File: config.mk
export PLATFORM = sky130hd
export DESIGN_NAME = rtc_irq_gen
export DESIGN_NICKNAME = d
export VERILOG_FILES = /design/src/rtl/rtc_irq_pkg.sv /design/src/rtl/rtc_irq_ctrl.sv /design/src/rtl/rtc_irq_period_sel.sv /design/src/rtl/rtc_irq_flag.sv /design/src/rtl/rtc_irq_gen.sv
export SDC_FILE = /design/constraint.sdc
export NUM_CORES = 1
export LEC_CHECK = 0
export BUFFER_PORTS_ARGS = -buffer_cell sky130_fd_sc_hd__buf_2
export CAP_MARGIN = 20
export CELL_PAD_IN_SITES_DETAIL_PLACEMENT = 1
export CELL_PAD_IN_SITES_GLOBAL_PLACEMENT = 2
export CORE_MARGIN = 2
export CORE_UTILIZATION = 22
export DETAILED_ROUTE_END_ITERATION = 12
export PLACE_DENSITY_LB_ADDON = 0.1
export SETUP_SLACK_MARGIN = 0.15
export SLEW_MARGIN = 20
export SYNTH_ARGS = -nofsm -noshare
export SYNTH_HDL_FRONTEND = slang
export SYNTH_SLANG_ARGS = --single-unit
File: constraint.sdc
create_clock -name clk -period 2.1 [get_ports clk]
set_input_delay 0.315 -clock clk [delete_from_list [all_inputs] [get_ports clk]]
set_output_delay 0.315 -clock clk [all_outputs]
set_load 0.02 [all_outputs]
File: src/rtl/rtc_irq_pkg.sv
package rtc_irq_pkg;

    localparam int DATA_W = 8;

    localparam int CTRL_ADDR = 0;
    localparam int STAT_ADDR = 1;

    localparam int CTRL_ALM_BIT = 3;
    localparam int CTRL_PER_BIT = 2;

    localparam int STAT_TMR_BIT = 0;
    localparam int STAT_ALM_BIT = 1;

    typedef enum logic [1:0] {
        PER_SEC  = 2'b00,
        PER_MIN  = 2'b01,
        PER_HOUR = 2'b10,
        PER_DAY  = 2'b11
    } per_sel_e;

    typedef enum logic {
        FLG_IDLE = 1'b0,
        FLG_PEND = 1'b1
    } flag_state_e;

    typedef struct packed {
        logic     alm_en;
        logic     per_en;
        per_sel_e per_sel;
    } ctrl_t;

endpackage

File: src/rtl/rtc_irq_ctrl.sv
module rtc_irq_ctrl
    import rtc_irq_pkg::*;
#(
    parameter int ADDR_W = 2
) (
    input  logic              clk,
    input  logic              rst_n,
    input  logic              wr_en,
    input  logic [ADDR_W-1:0] addr,
    input  logic [DATA_W-1:0] wdata,
    output ctrl_t             ctrl
);

    localparam logic [ADDR_W-1:0] MY_ADDR = ADDR_W'(CTRL_ADDR);

    logic hit;

    assign hit = wr_en && (addr == MY_ADDR);

    always_ff @(posedge clk or negedge rst_n) begin
        if (!rst_n) begin
            ctrl.alm_en  <= 1'b0;
            ctrl.per_en  <= 1'b0;
            ctrl.per_sel <= PER_SEC;
        end else if (hit) begin
            ctrl.alm_en  <= wdata[CTRL_ALM_BIT];
            ctrl.per_en  <= wdata[CTRL_PER_BIT];
            ctrl.per_sel <= per_sel_e'(wdata[1:0]);
        end
    end

endmodule

File: src/rtl/rtc_irq_period_sel.sv
module rtc_irq_period_sel
    import rtc_irq_pkg::*;
(
    input  per_sel_e sel,
    input  logic     enable,
    input  logic     sec_tick,
    input  logic     min_tick,
    input  logic     hour_tick,
    input  logic     day_tick,
    output logic     event_o
);

    logic picked;

    always_comb begin
        unique case (sel)
            PER_SEC:  picked = sec_tick;
            PER_MIN:  picked = min_tick;
            PER_HOUR: picked = hour_tick;
            PER_DAY:  picked = day_tick;
            default:  picked = 1'b0;
        endcase
    end

    assign event_o = enable && picked;

endmodule

File: src/rtl/rtc_irq_flag.sv
module rtc_irq_flag
    import rtc_irq_pkg::*;
(
    input  logic clk,
    input  logic rst_n,
    input  logic set_i,
    input  logic clr_i,
    output logic pend_o
);

    flag_state_e state_q;
    flag_state_e state_d;

    always_comb begin
        state_d = state_q;
        unique case (state_q)
            FLG_IDLE: if (set_i) state_d = FLG_PEND;
            FLG_PEND: if (clr_i && !set_i) state_d = FLG_IDLE;
            default:  state_d = FLG_IDLE;
        endcase
    end

    always_ff @(posedge clk or negedge rst_n) begin
        if (!rst_n) state_q <= FLG_IDLE;
        else        state_q <= state_d;
    end

    always_comb begin
        pend_o = (state_q == FLG_PEND);
    end

endmodule

File: src/rtl/rtc_irq_gen.sv
module rtc_irq_gen
    import rtc_irq_pkg::*;
#(
    parameter int ADDR_W = 2
) (
    input  logic              clk,
    input  logic              rst_n,
    input  logic              sec_tick,
    input  logic              min_tick,
    input  logic              hour_tick,
    input  logic              day_tick,
    input  logic              alarm_hit,
    input  logic [ADDR_W-1:0] reg_addr,
    input  logic              reg_wr,
    input  logic [7:0]        reg_wdata,
    output logic [7:0]        reg_rdata,
    output logic              irq
);

    localparam int NUM_FLAGS = 2;
    localparam logic [ADDR_W-1:0] A_CTRL = ADDR_W'(CTRL_ADDR);
    localparam logic [ADDR_W-1:0] A_STAT = ADDR_W'(STAT_ADDR);

    ctrl_t                ctrl;
    logic                 per_event;
    logic                 alm_event;
    logic                 stat_wr;
    logic [NUM_FLAGS-1:0] flag_set;
    logic [NUM_FLAGS-1:0] flag_clr;
    logic [NUM_FLAGS-1:0] flag_pend;

    rtc_irq_ctrl #(.ADDR_W(ADDR_W)) u_ctrl (
        .clk   (clk),
        .rst_n (rst_n),
        .wr_en (reg_wr),
        .addr  (reg_addr),
        .wdata (reg_wdata),
        .ctrl  (ctrl)
    );

    rtc_irq_period_sel u_psel (
        .sel       (ctrl.per_sel),
        .enable    (ctrl.per_en),
        .sec_tick  (sec_tick),
        .min_tick  (min_tick),
        .hour_tick (hour_tick),
        .day_tick  (day_tick),
        .event_o   (per_event)
    );

    assign alm_event = ctrl.alm_en && alarm_hit;
    assign stat_wr   = reg_wr && (reg_addr == A_STAT);

    assign flag_set[STAT_TMR_BIT] = per_event;
    assign flag_set[STAT_ALM_BIT] = alm_event;

    for (genvar g = 0; g < NUM_FLAGS; g++) begin : g_flag
        assign flag_clr[g] = stat_wr && reg_wdata[g];
        rtc_irq_flag u_flag (
            .clk    (clk),
            .rst_n  (rst_n),
            .set_i  (flag_set[g]),
            .clr_i  (flag_clr[g]),
            .pend_o (flag_pend[g])
        );
    end

    assign irq = |flag_pend;

    always_comb begin
        reg_rdata = '0;
        if (reg_addr == A_CTRL) begin
            reg_rdata[CTRL_ALM_BIT] = ctrl.alm_en;
            reg_rdata[CTRL_PER_BIT] = ctrl.per_en;
            reg_rdata[1:0]          = ctrl.per_sel;
        end else if (reg_addr == A_STAT) begin
            reg_rdata[NUM_FLAGS-1:0] = flag_pend;
        end
    end

endmodule

=== Word level (Yosys, flattened, before mapping) ===
Cells that the tools add are included.
Widths: inputs -> output; s select.

* Register bits: 6
* Output and inout port bits: 9

* Eq/ne operators: 4
* Muxes and demuxes: 10
* Bitwise gates (word level): 2
* Reduce and logical (&&, ||, !) cells: 13

{| class="wikitable"
|+ Operators with widths
! kind !! count
|-
| $logic_and 1x1->1 || 8
|-
| $mux 2 || 3
|-
| $eq 2x1->1 const B || 2
|-
| $eq 2x2->1 const B || 2
|-
| $logic_not 2->1 || 2
|-
| $mux 1 || 4
|-
| $pmux 1 s2 || 2
|-
| $pmux 1 s4 || 1
|-
| $logic_not 1->1 || 2
|-
| $not 1->1 || 2
|-
| $reduce_or 2->1 || 1
|}

=== Logic depth before layout (Yosys ltp) ===
Gate-level depths: netlist of the first run.

* Depth after elaboration: 7
* Gate-level depth with buffers: 4
* Gate-level depth less buffers: 3

=== Modules after synthesis ===
A second synthesis of the first run with hierarchy kept.

* Cell total of the unflattened synthesis: 32
* Area, all modules: 376.6 sq um

{| class="wikitable"
|+ By module, submodules not included
! module !! times used !! cells each !! area each (sq um) !! seq. area each (sq um)
|-
| rtc_irq_ctrl || 1 || 9 || 163.9 || 100.1
|-
| rtc_irq_gen || 1 || 15 || 111.4 || 0.0
|-
| rtc_irq_flag || 2 || 3 || 36.3 || 25.0
|-
| rtc_irq_period_sel || 1 || 2 || 28.8 || 0.0
|}

=== Least setup slack after synthesis of the first run ===
No wires, ideal clock.

* Path type: input port to output port
* From: input port reg_addr[0]
* To: output port reg_rdata[3]
* Arrival time: 958 ps
* Path slack: 827 ps
* Cell stages on the path: 2
* Cells stage by stage: buf_6 nor3b_1

* Cells in the longest elaborated chain, start to end: 2

{| class="wikitable"
|+ RTL lines
! element !! line !! text
|-
| from (decl) || rtc_irq_gen.sv:13 || <nowiki>input logic [ADDR_W-1:0] reg_addr,</nowiki>
|-
| $logic_not 2->1 || rtc_irq_gen.sv:72 || <nowiki>if (reg_addr == A_CTRL) begin</nowiki>
|-
| $mux 2 || rtc_irq_gen.sv:72 ||
|-
| to (decl) || rtc_irq_gen.sv:16 || <nowiki>output logic [7:0] reg_rdata,</nowiki>
|}

No other way between the ends.

=== Worst setup path after layout of the first run ===
* From: register g_flag[0].u_flag.state_q
* To: output port irq

* Cells in the longest elaborated chain, start to end: 1

{| class="wikitable"
|+ RTL lines
! element !! line !! text
|-
| from (decl) || rtc_irq_flag.sv:11 || <nowiki>flag_state_e state_q;</nowiki>
|-
| from (signal assigned) || rtc_irq_flag.sv:25 || <nowiki>else state_q <= state_d;</nowiki>
|-
| $reduce_or 2->1 || rtc_irq_gen.sv:68 || <nowiki>assign irq = |flag_pend;</nowiki>
|-
| to (decl) || rtc_irq_gen.sv:17 || <nowiki>output logic irq</nowiki>
|}

No other way between the ends.

==> results of run 1 <==
[layout make-up]
| class | instances | area share |
|---|---|---|
| clock buffer | 3 | 0.0465 |
| inverter | 1 | 0.00775 |
| multi-input combinational | 25 | 0.388 |
| sequential | 6 | 0.310 |
| tap | 16 | 0.0413 |
| timing repair buffer | 19 | 0.207 |
[sequential cells by signal, summed over array words and instances (netlist names)]
signal / count
u_ctrl.ctrl: 4
g_flag.u_flag.pend_o: 2
[worst paths after layout]
kind | startpoint | end | slack [ns] | depth (start not counted)
min reg2reg | g_flag[1].u_flag.pend_o | g_flag[1].u_flag.pend_o | 0.52 | 1
min | reg_wdata[2] | u_ctrl.ctrl[2] | 0.28 | 3
max reg2reg | u_ctrl.ctrl[0] | g_flag[0].u_flag.pend_o | 1.01 | 3
max | g_flag[0].u_flag.pend_o | irq | 0.72 | 2
max in group asynchronous | rst_n | g_flag[1].u_flag.pend_o | 1.53 | 2
min in group asynchronous | rst_n | u_ctrl.ctrl[2] | 0.43 | 2
[metrics by stage]
step,instance area (um2),setup WS (ns),hold WS (ns)
4_1_cts,484,0.701,0.282
3_3_place_gp,452,0.809,0.145
3_5_place_dp,452,0.780,0.148
5_1_grt,484,0.667,0.313
2_1_floorplan,383,0.827,0.0194
6_report,484,0.716,0.283
[what timing repair did]
action,CTS,global route
endpoints found under the hold margin,6,0
hold buffers,1,0
endpoints found under the setup margin,0,0
[worst max-delay path, stage by stage (launching register included)]
cell and delay [ns]:
dfrtp_1 0.38, or2_2 0.29, buf_2 0.16
[metal layers]
| metal | vias to the layer above | wire length [um] | track usage |
|---|---|---|---|
| li1 | 154 | - | - |
| met1 | 147 | 389 | 0.137 |
| met2 | 12 | 482 | 0.171 |
| met3 | 0 | 65 | 0.0280 |
| met4 | 0 | 0 | 0.0529 |
| met5 | - | 0 | 0 |
[cells by family after synthesis]
group,after synthesis
AOI/OAI and AO/OA,3
buffers and inverters,6
DFF,6
muxes,7
other,1
and+or+nand+nor,11
[layout by cell type (no fill, tap or decap)]
cell / n
a22o_1: 1
buf_2: 18
clkbuf_4: 3
conb_1: 4
dfrtp_1: 6
dlygate4sd3_1: 1
inv_1: 1
mux2_2: 4
mux2i_1: 3
nand2_1: 2
nand3_1: 1
nand4b_1: 2
nor2_1: 2
nor3_1: 1
nor3b_1: 1
nor3b_4: 1
o21ai_0: 1
o311ai_0: 1
or2_2: 1
[where the power goes]
group          internal (mW)  switching (mW)  total (mW)
Sequential             0.139          0.0182       0.157
Clock                 0.0645          0.0399       0.104
Combinational         0.0473          0.0521      0.0994
Total                  0.251           0.110       0.361
==> results.toml, run 1 <==
[power]
max-vdd-ir-drop_v = 0.000267
p_leak_nw = 0.239
power_density_mw_per_mm2 = 745
power.total_mw = 0.361

[yosys]
yosysTopAreaCell = "dfrtp_1"
synth_xor_xnor_area_share = 0
yosysMostFrequentCell = "dfrtp_1"
synth_edf_count = 0
synthSimpleGateAreaFrac = 0.202
synthAdderAreaFrac = 0
postSynthAreaPerCell_um2 = 10.9
synth_common_cells = "dfrtp_1, buf_4, mux2_2"
synthDistinctLibCells = 18
synth_cells = 34
synthTopCellsByArea = "dfrtp_1, mux2_2, mux2i_1, buf_4, nor3b_4"
synth-compound-area-share = 0.0606
seq_area_frac_synth = 0.404
synth_top_family_by_area = "multiplexers"
yosysTopAreaCellShare = 0.404
synth.area.mux_share = 0.202
synth_flop_cell = "dfrtp_1"
synth_area_um2 = 372
synthArstFlopShare = 1.00
ys_warn_count = 0
ys_ff_latch = 6

[route]
dr.pass1.iters = 1
drt_iter0_drc = 0
vias_per_cell = 4.47
routed_wl_um = 937
vias = 313
route.detailed.drc = 0
routedWlPerCell_um = 13.4
ant_nets = 0

[layout]
final_nets = 74
seqCellArea_um2 = 150
multiInputGateArea_um2 = 188
final_util = 0.314
antenna_cells = 0
layoutNonFillerInstCount = 70
syn2layout_area_growth_pct = 30.3
fill_cells = 191
layout-drive-gt1-share = 0.500

[grt]
grt_pass1_wl_um = 1540
grt_pass1_vias = 342
grt_antenna_before_repair = 0
grt_overflow = 0
grt_usage = 0.109
grt_max_degree = 8

[setup_path]
start_kind = "flop"
end_kind = "output port"
arrival_ns = 1.07
required_ns = 1.78
path_max_fanout = 3
crit_type = "reg2out"

[clock_network]
cts_setup_buffers = 0
htree_levels = 1
cts.sinks = 6
cts_buffer_depth = 2
cts_buffers = 3
root_buffer = "clkbuf_4"
post_cts_resized = 0
clk_latency_ns = 0.24
path_clk_slew_ns = 0.05
cts_tree = "yes"

[sta]
fmax_ghz = 0.722
min_period_ns = 1.38
maxSlewViolCount = 0
worst_clock_skew_ns = 0.00317
finalHoldViolations = 0
timing.setup.tns_ns = 0
post-route-period-util = 0.659
rsz0062_at_grt = "false"
setup-violations-final = 0

[die]
dieArea_mm2 = 0.00203
core_mm2 = 0.00154
num_rows = 14
die_w_um = 45.1
initial_core_util = 0.241
fp.dieH_um = 45.1
pin_count = 27

[hold_path]
worst_hold_path_type = "in2reg"

[flow_run]
maxCapViolCount = 0

[place]
portBuffers = 18
gp_congestion = 0.632
dp_cells = 66

[run_status]
status = "complete, no violations"
(Power assumes the default switching activity.)
==> run 2, diff against run 1 <==
CORE_ASPECT_RATIO = 0.7   (was unset)
CORE_UTILIZATION = 20   (was 22)
clock period = 1.4 ns   (was 2.1 ns; I/O delays follow)
==> run 2 against run 1 <==
Clock power is 48% higher. Non-clock buffer count is 1 higher. Core utilization is 0.71 points lower. Routed wire length is 4.4% lower. Via count is 0.64% lower. Hold slack worse by 0.097 ns. Critical endpoint unchanged.
==> results.toml, run 2 (same netlist as run 1, synthesis figures left out) <==
[layout]
final_nets = 75
seqCellArea_um2 = 150
max_flop_register = "u_ctrl.ctrl"
fill_cells = 197
final_cell_mix = "buf_2, dfrtp_1, mux2_2, conb_1"
largest_register_ffs = 4
layoutNonFillerInstCount = 76
design_area_um2 = 512
layout-drive-gt1-share = 0.527
mostFrequentLayoutCell = "buf_2"
syn2layout_area_growth_pct = 37.7
antenna_cells = 0
multiInputGateArea_um2 = 195

[place]
portBuffers = 18
placed_area_um2 = 458
pre_cts_slack_ns = 0.202
dp_cells = 71
gp_congestion = 0.663
hpwl_um = 751

[flow_run]
maxCapViolCount = 0

[setup_path]
crit_slowest_cell = "dfrtp_1"
max_stage_delay_ns = 0.38
start_kind = "flop"
arrival_ns = 1.00
crit_type = "reg2out"
path_cells = "or2_4, buf_6"
path_max_fanout = 3
required_ns = 1.19
end_kind = "output port"

[die]
initial_core_util = 0.223
die_w_um = 55.5
pin_count = 27
fp.dieH_um = 40.1
core_mm2 = 0.00167
dieArea_mm2 = 0.00222
num_rows = 12

[clock_network]
cts.sinks = 6
path_clk_slew_ns = 0.05
clk_latency_ns = 0.24
htree_levels = 1
root_buffer = "clkbuf_4"
cts_buffer_depth = 2
cts_tree = "yes"
cts_buffers = 3

[sta]
setup-violations-final = 0
post-route-period-util = 0.865
worst_clock_skew_ns = 0.00494
whs_ns = 0.186
timing.setup.tns_ns = 0
maxSlewViolCount = 0
rsz0062_at_grt = "true"
finalHoldViolations = 0
min_period_ns = 1.21
final.setup.worst_slack_ns = 0.188
fmax_ghz = 0.825

[grt]
grt_usage = 0.0902
grt_pass1_vias = 305
grt_antenna_before_repair = 0
grt_overflow = 0
grt_max_degree = 8
grt_pass1_wl_um = 1400

[power]
max-vdd-ir-drop_v = 0.000337
p_leak_nw = 0.250
p_sw_mw = 0.168
p_clk_frac = 0.278
internal-power_mw = 0.387
power_density_mw_per_mm2 = 1090
comb_power_share = 0.298
seqPwrFrac = 0.424
switching_share = 0.302

[route]
dr.pass1.iters = 2
routed_wl_um = 896
drt_iter0_drc = 2
ant_nets = 0
vias_per_cell = 4.09
routedWlPerCell_um = 11.8
route.detailed.drc = 0
vias = 311

[hold_path]
worst_hold_path_type = "in2reg"

[run_status]
status = "complete, no violations"
==> run 2: metrics by stage <==
step                total power [mW]   util
floorplan                      0.340      -
global placement               0.383  0.275
detailed placement             0.387  0.275
CTS                            0.553  0.300
global route                   0.587  0.307
finish                         0.555  0.307
==> run 2: per-layer routing <==
metal	part of all wire	track usage	up-vias
met4	0	0.0366	0
met1	0.46	0.0977	142
met3	0.086	0.0581	0
met5	0	0	-
met2	0.45	0.146	12
li1	-	-	157
==> run 2: timing repair <==
| item | in CTS | in global routing |
|---|---|---|
| pin swaps | 0 | 1 |
| setup endpoints to repair | 1 | 3 |
| endpoints found under the hold margin | 6 | 0 |
| resized for setup | 3 | 1 |
| cloned | 0 | 0 |
| setup buffers | 0 | 1 |
| hold buffers | 1 | 0 |
==> run 2: final cells by class <==
class | count | area share
Multi-Input combinational cell | 25 | 0.381
Sequential cell | 6 | 0.293
Timing Repair Buffer | 20 | 0.222
Tap cell | 21 | 0.0513
Clock buffer | 3 | 0.0440
Inverter | 1 | 0.00733
==> run 2: critical path: cells and delay by family, from the launching register on <==
kind	cells	cell delay, ns
DFF	1	0.38
and+or+nand+nor	1	0.25
buffers and inverters	1	0.13
==> run 2: path summary, 6_finish.rpt <==
kind	cells past startpoint	from	end	slack, ns
setup reg to reg	4	u_ctrl.ctrl[0]	g_flag[0].u_flag.pend_o	0.24
min in group asynchronous	2	rst_n	g_flag[1].u_flag.pend_o	0.32
setup / recovery	2	g_flag[1].u_flag.pend_o	irq	0.19
hold / removal	3	reg_wdata[2]	u_ctrl.ctrl[2]	0.19
max in group asynchronous	2	rst_n	u_ctrl.ctrl[2]	0.93
hold reg to reg	1	g_flag[1].u_flag.pend_o	g_flag[1].u_flag.pend_o	0.54
==> run 2: power groups by stage <==
stage          sequential [mW]  clock [mW]  combinational (mW)
2_1_floorplan            0.231           0               0.109
3_3_place_gp             0.238           0               0.144
3_5_place_dp             0.240           0               0.147
4_1_cts                  0.239       0.160               0.155
5_1_grt                  0.240       0.166               0.181
6_report                 0.235       0.154               0.166
